--- config.mk ---
export PLATFORM = sky130hd
export DESIGN_NAME = dly_rearm_seq
export DESIGN_NICKNAME = d
export VERILOG_FILES = /design/src/rtl/dly_rearm_pkg.sv /design/src/rtl/dly_rearm_kick.sv /design/src/rtl/dly_rearm_timeline.sv /design/src/rtl/dly_rearm_flags.sv /design/src/rtl/dly_rearm_seq.sv
export SDC_FILE = /design/constraint.sdc
export NUM_CORES = 1
export LEC_CHECK = 0
export CORE_AREA = 2 2 39 41
export DETAILED_ROUTE_END_ITERATION = 10
export DIE_AREA = 0 0 41 43
export GPL_TIMING_DRIVEN = 0
export MAX_ROUTING_LAYER = met4
export PLACE_DENSITY = 0.67
export SLEW_MARGIN = 20
export SYNTH_ARGS = -nofsm -noshare
export SYNTH_HDL_FRONTEND = slang
export SYNTH_HIERARCHICAL = 1
export SYNTH_SLANG_ARGS = --single-unit
export TNS_END_PERCENT = 1
--- constraint.sdc ---
create_clock -name clk -period 2.3 [get_ports clk]
set_input_delay 0.345 -clock clk [delete_from_list [all_inputs] [get_ports clk]]
set_output_delay 0.345 -clock clk [all_outputs]
set_load 0.005 [all_outputs]
--- src/rtl/dly_rearm_pkg.sv ---
package dly_rearm_pkg;

  typedef enum logic [1:0] {
    KICK_NONE = 2'd0,
    KICK_EOD  = 2'd1,
    KICK_CPU  = 2'd2
  } kick_t;

  // Total length of a re-arm cycle in clock cycles.
  function automatic int unsigned cycle_len(input int unsigned a,
                                            input int unsigned b,
                                            input int unsigned c);
    return a + b + c;
  endfunction

  // True when position pos lies in the preset window [lo, lo+len).
  function automatic logic in_window(input int unsigned pos,
                                     input int unsigned lo,
                                     input int unsigned len);
    return (pos >= lo) && (pos < lo + len);
  endfunction

  // True when pos is the final position of a cycle of length total.
  function automatic logic is_last(input int unsigned pos,
                                   input int unsigned total);
    return pos == total - 1;
  endfunction

endpackage

--- src/rtl/dly_rearm_kick.sv ---
module dly_rearm_kick
  import dly_rearm_pkg::*;
(
  input  logic  clk,
  input  logic  rst_n,
  input  logic  eod_i,
  input  logic  reload_i,
  input  logic  running_i,
  output logic  eod_edge_o,
  output kick_t kick_o
);

  logic eod_q;

  always_ff @(posedge clk or negedge rst_n) begin
    if (!rst_n) eod_q <= 1'b0;
    else        eod_q <= eod_i;
  end

  assign eod_edge_o = eod_i & ~eod_q;

  always_comb begin
    kick_o = KICK_NONE;
    if (!running_i) begin
      if (reload_i)        kick_o = KICK_CPU;
      else if (eod_edge_o) kick_o = KICK_EOD;
    end
  end

endmodule

--- src/rtl/dly_rearm_timeline.sv ---
module dly_rearm_timeline
  import dly_rearm_pkg::*;
#(
  parameter int unsigned PH_A = 16,
  parameter int unsigned PH_B = 20,
  parameter int unsigned PH_C = 28,
  localparam int unsigned TOTAL = PH_A + PH_B + PH_C,
  localparam int unsigned CW = (TOTAL > 1) ? $clog2(TOTAL) : 1
)(
  input  logic          clk,
  input  logic          rst_n,
  input  kick_t         kick_i,
  output logic          running_o,
  output logic          cpu_cycle_o,
  output logic [CW-1:0] pos_o,
  output logic          last_o,
  output logic          load_win_o
);

  logic          run_q;
  logic          cpu_q;
  logic [CW-1:0] pos_q;

  assign last_o = run_q && is_last(int'(pos_q), cycle_len(PH_A, PH_B, PH_C));

  always_ff @(posedge clk or negedge rst_n) begin
    if (!rst_n) begin
      run_q <= 1'b0;
      cpu_q <= 1'b0;
      pos_q <= '0;
    end else if (run_q) begin
      if (last_o) begin
        run_q <= 1'b0;
        pos_q <= '0;
      end else begin
        pos_q <= pos_q + 1'b1;
      end
    end else if (kick_i != KICK_NONE) begin
      run_q <= 1'b1;
      cpu_q <= (kick_i == KICK_CPU);
      pos_q <= '0;
    end
  end

  assign running_o   = run_q;
  assign cpu_cycle_o = cpu_q;
  assign pos_o       = pos_q;
  assign load_win_o  = run_q && in_window(int'(pos_q), PH_A, PH_B);

endmodule

--- src/rtl/dly_rearm_flags.sv ---
module dly_rearm_flags (
  input  logic clk,
  input  logic rst_n,
  input  logic busy_i,
  input  logic trig_pulse_i,
  input  logic flag_clr_i,
  output logic trg_set_o,
  output logic ovr_set_o,
  output logic triggered_o,
  output logic overrun_o
);

  logic trg_q, ovr_q;

  assign trg_set_o = busy_i;
  assign ovr_set_o = busy_i & trig_pulse_i;

  always_ff @(posedge clk or negedge rst_n) begin
    if (!rst_n) begin
      trg_q <= 1'b0;
      ovr_q <= 1'b0;
    end else begin
      trg_q <= trg_set_o | (trg_q & ~flag_clr_i);
      ovr_q <= ovr_set_o | (ovr_q & ~flag_clr_i);
    end
  end

  assign triggered_o = trg_q;
  assign overrun_o   = ovr_q;

endmodule

--- src/rtl/dly_rearm_seq.sv ---
module dly_rearm_seq
  import dly_rearm_pkg::*;
#(
  parameter int unsigned PH_A = 16,
  parameter int unsigned PH_B = 20,
  parameter int unsigned PH_C = 28,
  localparam int unsigned TOTAL = PH_A + PH_B + PH_C,
  localparam int unsigned CW = (TOTAL > 1) ? $clog2(TOTAL) : 1
)(
  input  logic clk,
  input  logic rst_n,
  input  logic eod_i,
  input  logic trig_latch_i,
  input  logic trig_pulse_i,
  input  logic reload_i,
  input  logic flag_clr_i,
  output logic gate_o,
  output logic load_o,
  output logic hold_o,
  output logic busy_o,
  output logic triggered_o,
  output logic overrun_o
);

  // Named internal events, brought out for the checker.
  kick_t         kick;
  logic          eod_edge;
  logic          running;
  logic          cpu_cycle;
  logic [CW-1:0] pos;
  logic          last_pos;
  logic          load_win;
  logic          trg_set;
  logic          ovr_set;

  dly_rearm_kick u_kick (
    .clk        (clk),
    .rst_n      (rst_n),
    .eod_i      (eod_i),
    .reload_i   (reload_i),
    .running_i  (running),
    .eod_edge_o (eod_edge),
    .kick_o     (kick)
  );

  dly_rearm_timeline #(
    .PH_A (PH_A),
    .PH_B (PH_B),
    .PH_C (PH_C)
  ) u_timeline (
    .clk         (clk),
    .rst_n       (rst_n),
    .kick_i      (kick),
    .running_o   (running),
    .cpu_cycle_o (cpu_cycle),
    .pos_o       (pos),
    .last_o      (last_pos),
    .load_win_o  (load_win)
  );

  assign gate_o = running;
  assign load_o = load_win;
  assign hold_o = running & ~cpu_cycle;
  assign busy_o = trig_latch_i | running;

  dly_rearm_flags u_flags (
    .clk          (clk),
    .rst_n        (rst_n),
    .busy_i       (busy_o),
    .trig_pulse_i (trig_pulse_i),
    .flag_clr_i   (flag_clr_i),
    .trg_set_o    (trg_set),
    .ovr_set_o    (ovr_set),
    .triggered_o  (triggered_o),
    .overrun_o    (overrun_o)
  );

endmodule

==> flow_metrics.tcl, run 1 <==
set metrics [dict create \
    cp_data_required_time_ns 1.96 \
    drt-pass1-iter-count 4 \
    reg2reg_from "u_timeline/running_o" \
    layout-area-overhead-vs-synth_pct 31.7 \
    final_period_minus_worst_setup_slack_ns 2.04 \
    timing.critical_path.slowest_cell_delay_ns 0.50 \
    antenna_violating_nets_post_route 0 \
    via_count 444 \
    setup_viol 0 \
    cts_sinks 11 \
    drive_above_1_share_pct 8.45 \
    boundaryPins 13 \
    slowest_stage "clkdlybuf4s50_1" \
    r2r_end "u_timeline/pos_o[2]" \
    fin_skew_ns 0.00149 \
    die_h_um 43 \
    global_route.usage.total_pct 14.9 \
    worst_slack_ns 0.257 \
    cts.reportedPaths.clkPinSlew_ns 0.07 \
    synth-warning-count 6 \
    drcViolationCount 0 \
    clk_path_buf_depth 2 \
    maxSlewViolCount 0 \
    swShare_pct 36.9 \
    internal-power_uw 514 \
    fin_crit_sh_pct 88.8 \
    tritoncts "built" \
    outcome "finished clean" \
    core-area_mm2 0.00138 \
    final_core_utilization_pct 50.0 \
    rows 14 \
    detailed_route_iter0_violations 3 \
    rel_slew_slack_pct 54.7 \
    die_area_mm2 0.00176 \
    total_power_uw 815 \
    grt_first_pass_wirelength_um 1710 \
    numCtsBuffers 3 \
    synthCells 55 \
    p_seq_share_pct 43.6 \
    syn_area_um2 526 \
    cts.root.buffer_cell "clkbuf_4" \
    detail_route.vias_per_cell 5.10 \
    share_clk_of_total_power_pct 16.0 \
    power_per_cell_area_mw_per_mm2 1180 \
    cts_setup_buffers 0 \
    hp-class "input pin to async pin" \
    route.final.wire_length_um 1020 \
    achievable-frequency_ghz 0.489 \
    timing.critical_path.from_type "flop" \
    vdd_ir_drop_max_v 0.000498 \
    timing.critical_path.cells "nor4b_1 > a21oi_1 > nor2_1 > clkdlybuf4s50_1" \
    gp_congestion 0.798 \
    syn_nets 63 \
    critPathTopFamily "buffers and inverters" \
    syn-mean-instance-area_um2 9.55 \
    placedCellCount 83 \
    initial_utilization_pct 38.0 \
    drt-wirelength-per-cell_um 11.7 \
    unrepaired_setup_endpoints_after_global_routing "no" \
    grt_max_degree 12 \
    htree_levels 1 \
    leakage_power_figure_uw 0.000281 \
    number_of_buffers_and_inverters_on_the_critical_path 1 \
    maxCapViolCount 0 \
    fin_tns_setup_ns 0 \
    reg2reg_depth 4 \
    grt_pass1_vias 432 \
    post_layout_nonfiller_instances 87 \
    cts_hold_repair.buffers 0 \
    clock_insertion_delay_worst_skew_ns 0.26 \
    finish.net_count 80 \
    antenna_cells_inserted 0 \
    hold_violations 0 \
    category_of_the_critical_setup_timing_path "flop to output port" \
    worst_pin_slew_ns 0.674 \
    grt_remaining_overflow 0 \
    p_sw_uw 301 \
    antenna_found_initial 0 \
    critical_path.endpoint_type "output port" \
    port-buffer-count 12 \
    cts_resized 0 \
    dp_worst_setup_slack_ns 0.357 \
    reg2reg_setup_slack_ns 0.61 \
    path_max_fanout 5 \
    die_w_um 41 \
    gate_power_share_pct 40.3 \
    worst_ep_arrival_time_ns 1.70 \
    dpl.hpwl_um 741 \
]
-- layout make-up --
| class | instances | area, um^2 |
|---|---|---|
| multi-input cells | 40 | 235 |
| repair buffers | 12 | 120 |
| flip-flops and latches | 11 | 275 |
| well taps | 16 | 20.0 |
| clock buffers | 4 | 26.3 |
| fillers | 136 | 692 |
| inverters | 4 | 15.0 |
-- cells in the final DEF (no fill, tap or decap), types with 2 or more instances in the layout --
cell type and instances:
dfrtp_1 11, a21oi_1 3, nand3_1 2, a21o_1 2
o21ai_0 7, clkbuf_4 3, nor2_1 2, inv_1 3
clkdlybuf4s50_1 12, o211ai_1 2, nor2b_1 2, nor3_1 2
nand2_1 9
-- power by group through the flow --
stage,sequential (uW),combinational (uW),clock (uW)
after floorplan,340,199,0
after global placement,356,325,0
after detailed placement,360,335,0
after CTS,356,337,134
after global routing,373,381,141
final,356,329,131
-- worst max path at each step --
stage | to | slack (ns) | startpoint | cells past startpoint
3_3_place_gp | u_timeline/pos_o[2] | 0.38 | reload_i | 5
5_1_grt | load_o | 0.17 | u_timeline/pos_o[3] | 4
4_1_cts | load_o | 0.26 | u_timeline/pos_o[2] | 4
2_1_floorplan | u_timeline/pos_o[2] | 0.88 | u_timeline/running_o | 4
3_5_place_dp | u_timeline/pos_o[2] | 0.36 | reload_i | 5
6_report | load_o | 0.26 | u_timeline/pos_o[2] | 4
-- metrics by stage --
step | hold slack [ns] | cell area, um^2
after floorplan | 0.0494 | 526
after global placement | 0.461 | 666
after detailed placement | 0.467 | 666
after CTS | 0.426 | 692
after global routing | 0.457 | 692
final | 0.421 | 692
-- state kept, by name, summed over array words and instances (netlist names) --
register / cells
u_timeline/pos_o: 6
u_timeline/cpu_cycle_o: 1
u_flags/overrun_o: 1
u_kick/eod_q: 1
u_flags/triggered_o: 1
u_timeline/running_o: 1
-- per-layer routing --
layer,GRT usage (%),share of wire [%]
met5,-,0
met4,8.00,0.98
met3,4.71,7.0
met2,21.3,44
met1,18.2,48
(Power assumes the default switching activity.)
==> inputs of run 2 (changes only) <==
- CORE_AREA: 2 2 39 41 -> unset
- CORE_MARGIN: unset -> 2
- CORE_UTILIZATION: unset -> 25
- DIE_AREA: 0 0 41 43 -> unset
- PLACE_DENSITY: 0.67 -> 0.46
==> run 2 against run 1 <==
Combinational power is 2% higher. Non-clock buffer count stayed put. Wire length is 5.3% higher. Via count stayed put. Maximum frequency is 1.0% higher. Critical endpoint unchanged.
==> flow_metrics.tcl, run 2 (synthesis gave the netlist of run 1 again) <==
set metrics [dict create \
    hp-class "input pin to async pin" \
    rows 16 \
    rel_slew_slack_pct 46.3 \
    swShare_pct 37.3 \
    cts_hold_repair.buffers 0 \
    slowest_stage "clkdlybuf4s50_1" \
    gate_power_share_pct 40.7 \
    finish.net_count 80 \
    core-area_mm2 0.00198 \
    boundaryPins 13 \
    timing.critical_path.slowest_cell_delay_ns 0.50 \
    initial_utilization_pct 26.5 \
    timing.critical_path.from_type "flop" \
    grt_pass1_vias 390 \
    detailed_place.area_um2 679 \
    dpl.hpwl_um 766 \
    category_of_the_critical_setup_timing_path "flop to output port" \
    grt_max_degree 12 \
    p_sw_uw 306 \
    gp_congestion 0.691 \
    hold_violations 0 \
    vdd_ir_drop_max_v 0.000464 \
    outcome "finished clean" \
    antenna_cells_inserted 0 \
    die_area_mm2 0.00248 \
    power_per_cell_area_mw_per_mm2 1160 \
    critPathTopFamily "buffers and inverters" \
    layout.cell_area.non_filler_um2 706 \
    drt-wirelength-per-cell_um 11.0 \
    final_period_minus_worst_setup_slack_ns 2.02 \
    worst_pin_slew_ns 0.799 \
    cts_setup_buffers 0 \
    htree_levels 1 \
    final_common_cell "clkdlybuf4s50_1" \
    most-common-layout-cells "clkdlybuf4s50_1 (12), dfrtp_1 (11), nand2_1 (9)" \
    p_seq_share_pct 43.2 \
    fin_tns_setup_ns 0 \
    cts_resized 0 \
    timing.critical_path.cells "nor4b_1 > a21oi_1 > nor2_1 > clkdlybuf4s50_1" \
    fin_crit_sh_pct 87.9 \
    maxSlewViolCount 0 \
    number_of_buffers_and_inverters_on_the_critical_path 1 \
    path_max_fanout 5 \
    number_of_flip_flops_in_the_largest_register 6 \
    clock_insertion_delay_worst_skew_ns 0.27 \
    drcViolationCount 0 \
    maxCapViolCount 0 \
    setup_viol 0 \
    numCtsBuffers 3 \
    worst_ep_arrival_time_ns 1.68 \
    tritoncts "built" \
    fin_skew_ns 0.00144 \
    share_clk_of_total_power_pct 16.0 \
    detailed_route_iter0_violations 6 \
    cts_sinks 11 \
    grt_remaining_overflow 0 \
    leakage_power_figure_uw 0.000281 \
    global_route.usage.total_pct 10.3 \
    cts.root.buffer_cell "clkbuf_4" \
    achievable-frequency_ghz 0.495 \
    cp_data_required_time_ns 1.96 \
    drt-pass1-iter-count 2 \
    grt_first_pass_wirelength_um 1820 \
    drive_above_1_share_pct 8.45 \
    route.final.wire_length_um 1080 \
    die_w_um 49.8 \
    unrepaired_setup_endpoints_after_global_routing "no" \
    internal-power_uw 515 \
    critical_path.endpoint_type "output port" \
    antenna_found_initial 0 \
    cts.reportedPaths.clkPinSlew_ns 0.07 \
    port-buffer-count 12 \
    antenna_violating_nets_post_route 0 \
    detail_route.vias_per_cell 4.53 \
    die_h_um 49.8 \
    layout-area-overhead-vs-synth_pct 34.3 \
    clk_path_buf_depth 2 \
    reg2reg_setup_slack_ns 0.53 \
    via_count 444 \
]
## run 2: cell counts in the layout (fill, tap and decap cells not counted)
No cell type changed its count.
## run 2: final timing paths
| path | startpoint | end | cells past startpoint |
|---|---|---|---|
| max | u_timeline/pos_o[2] | load_o | 4 |
| min | rst_n | u_flags/overrun_o | 1 |
| max reg2reg | u_timeline/running_o | u_timeline/pos_o[2] | 4 |
| min reg2reg | u_flags/overrun_o | u_flags/overrun_o | 1 |
| max in group asynchronous | rst_n | u_timeline/pos_o[4] | 1 |
| min in group clk | u_flags/overrun_o | u_flags/overrun_o | 1 |
## run 2: stage by stage
step	power, uW	cells	setup WS, ns	utilization [%]	hold WS (ns)
after global placement	691	94	0.280	34.3	0.465
after detailed placement	696	94	0.311	34.3	0.466
after CTS	836	98	0.250	35.6	0.424
after global routing	898	98	0.190	35.6	0.453
after floorplan	540	55	0.882	-	0.0494
final	821	98	0.278	35.6	0.409
## run 2: power groups by stage
stage / Clock [uW] / Sequential, uW / Combinational (uW)
finish: 132 / 355 / 335
global route: 149 / 373 / 376
CTS: 142 / 356 / 338
detailed placement: 0 / 359 / 337
global placement: 0 / 358 / 333
floorplan: 0 / 340 / 199
## run 2: layout make-up
class	instances	area [um^2]
fill	198	1280
tap	27	33.8
inverter	4	15.0
multi-input combinational	40	235
timing repair buffer	12	120
sequential	11	275
clock buffer	4	26.3
## run 2: routing by layer
metal / track usage (%) / wire length (um)
met1: 12.4 / 526
met2: 14.0 / 451
met3: 6.67 / 97
met4: 2.78 / 0
met5: - / 0
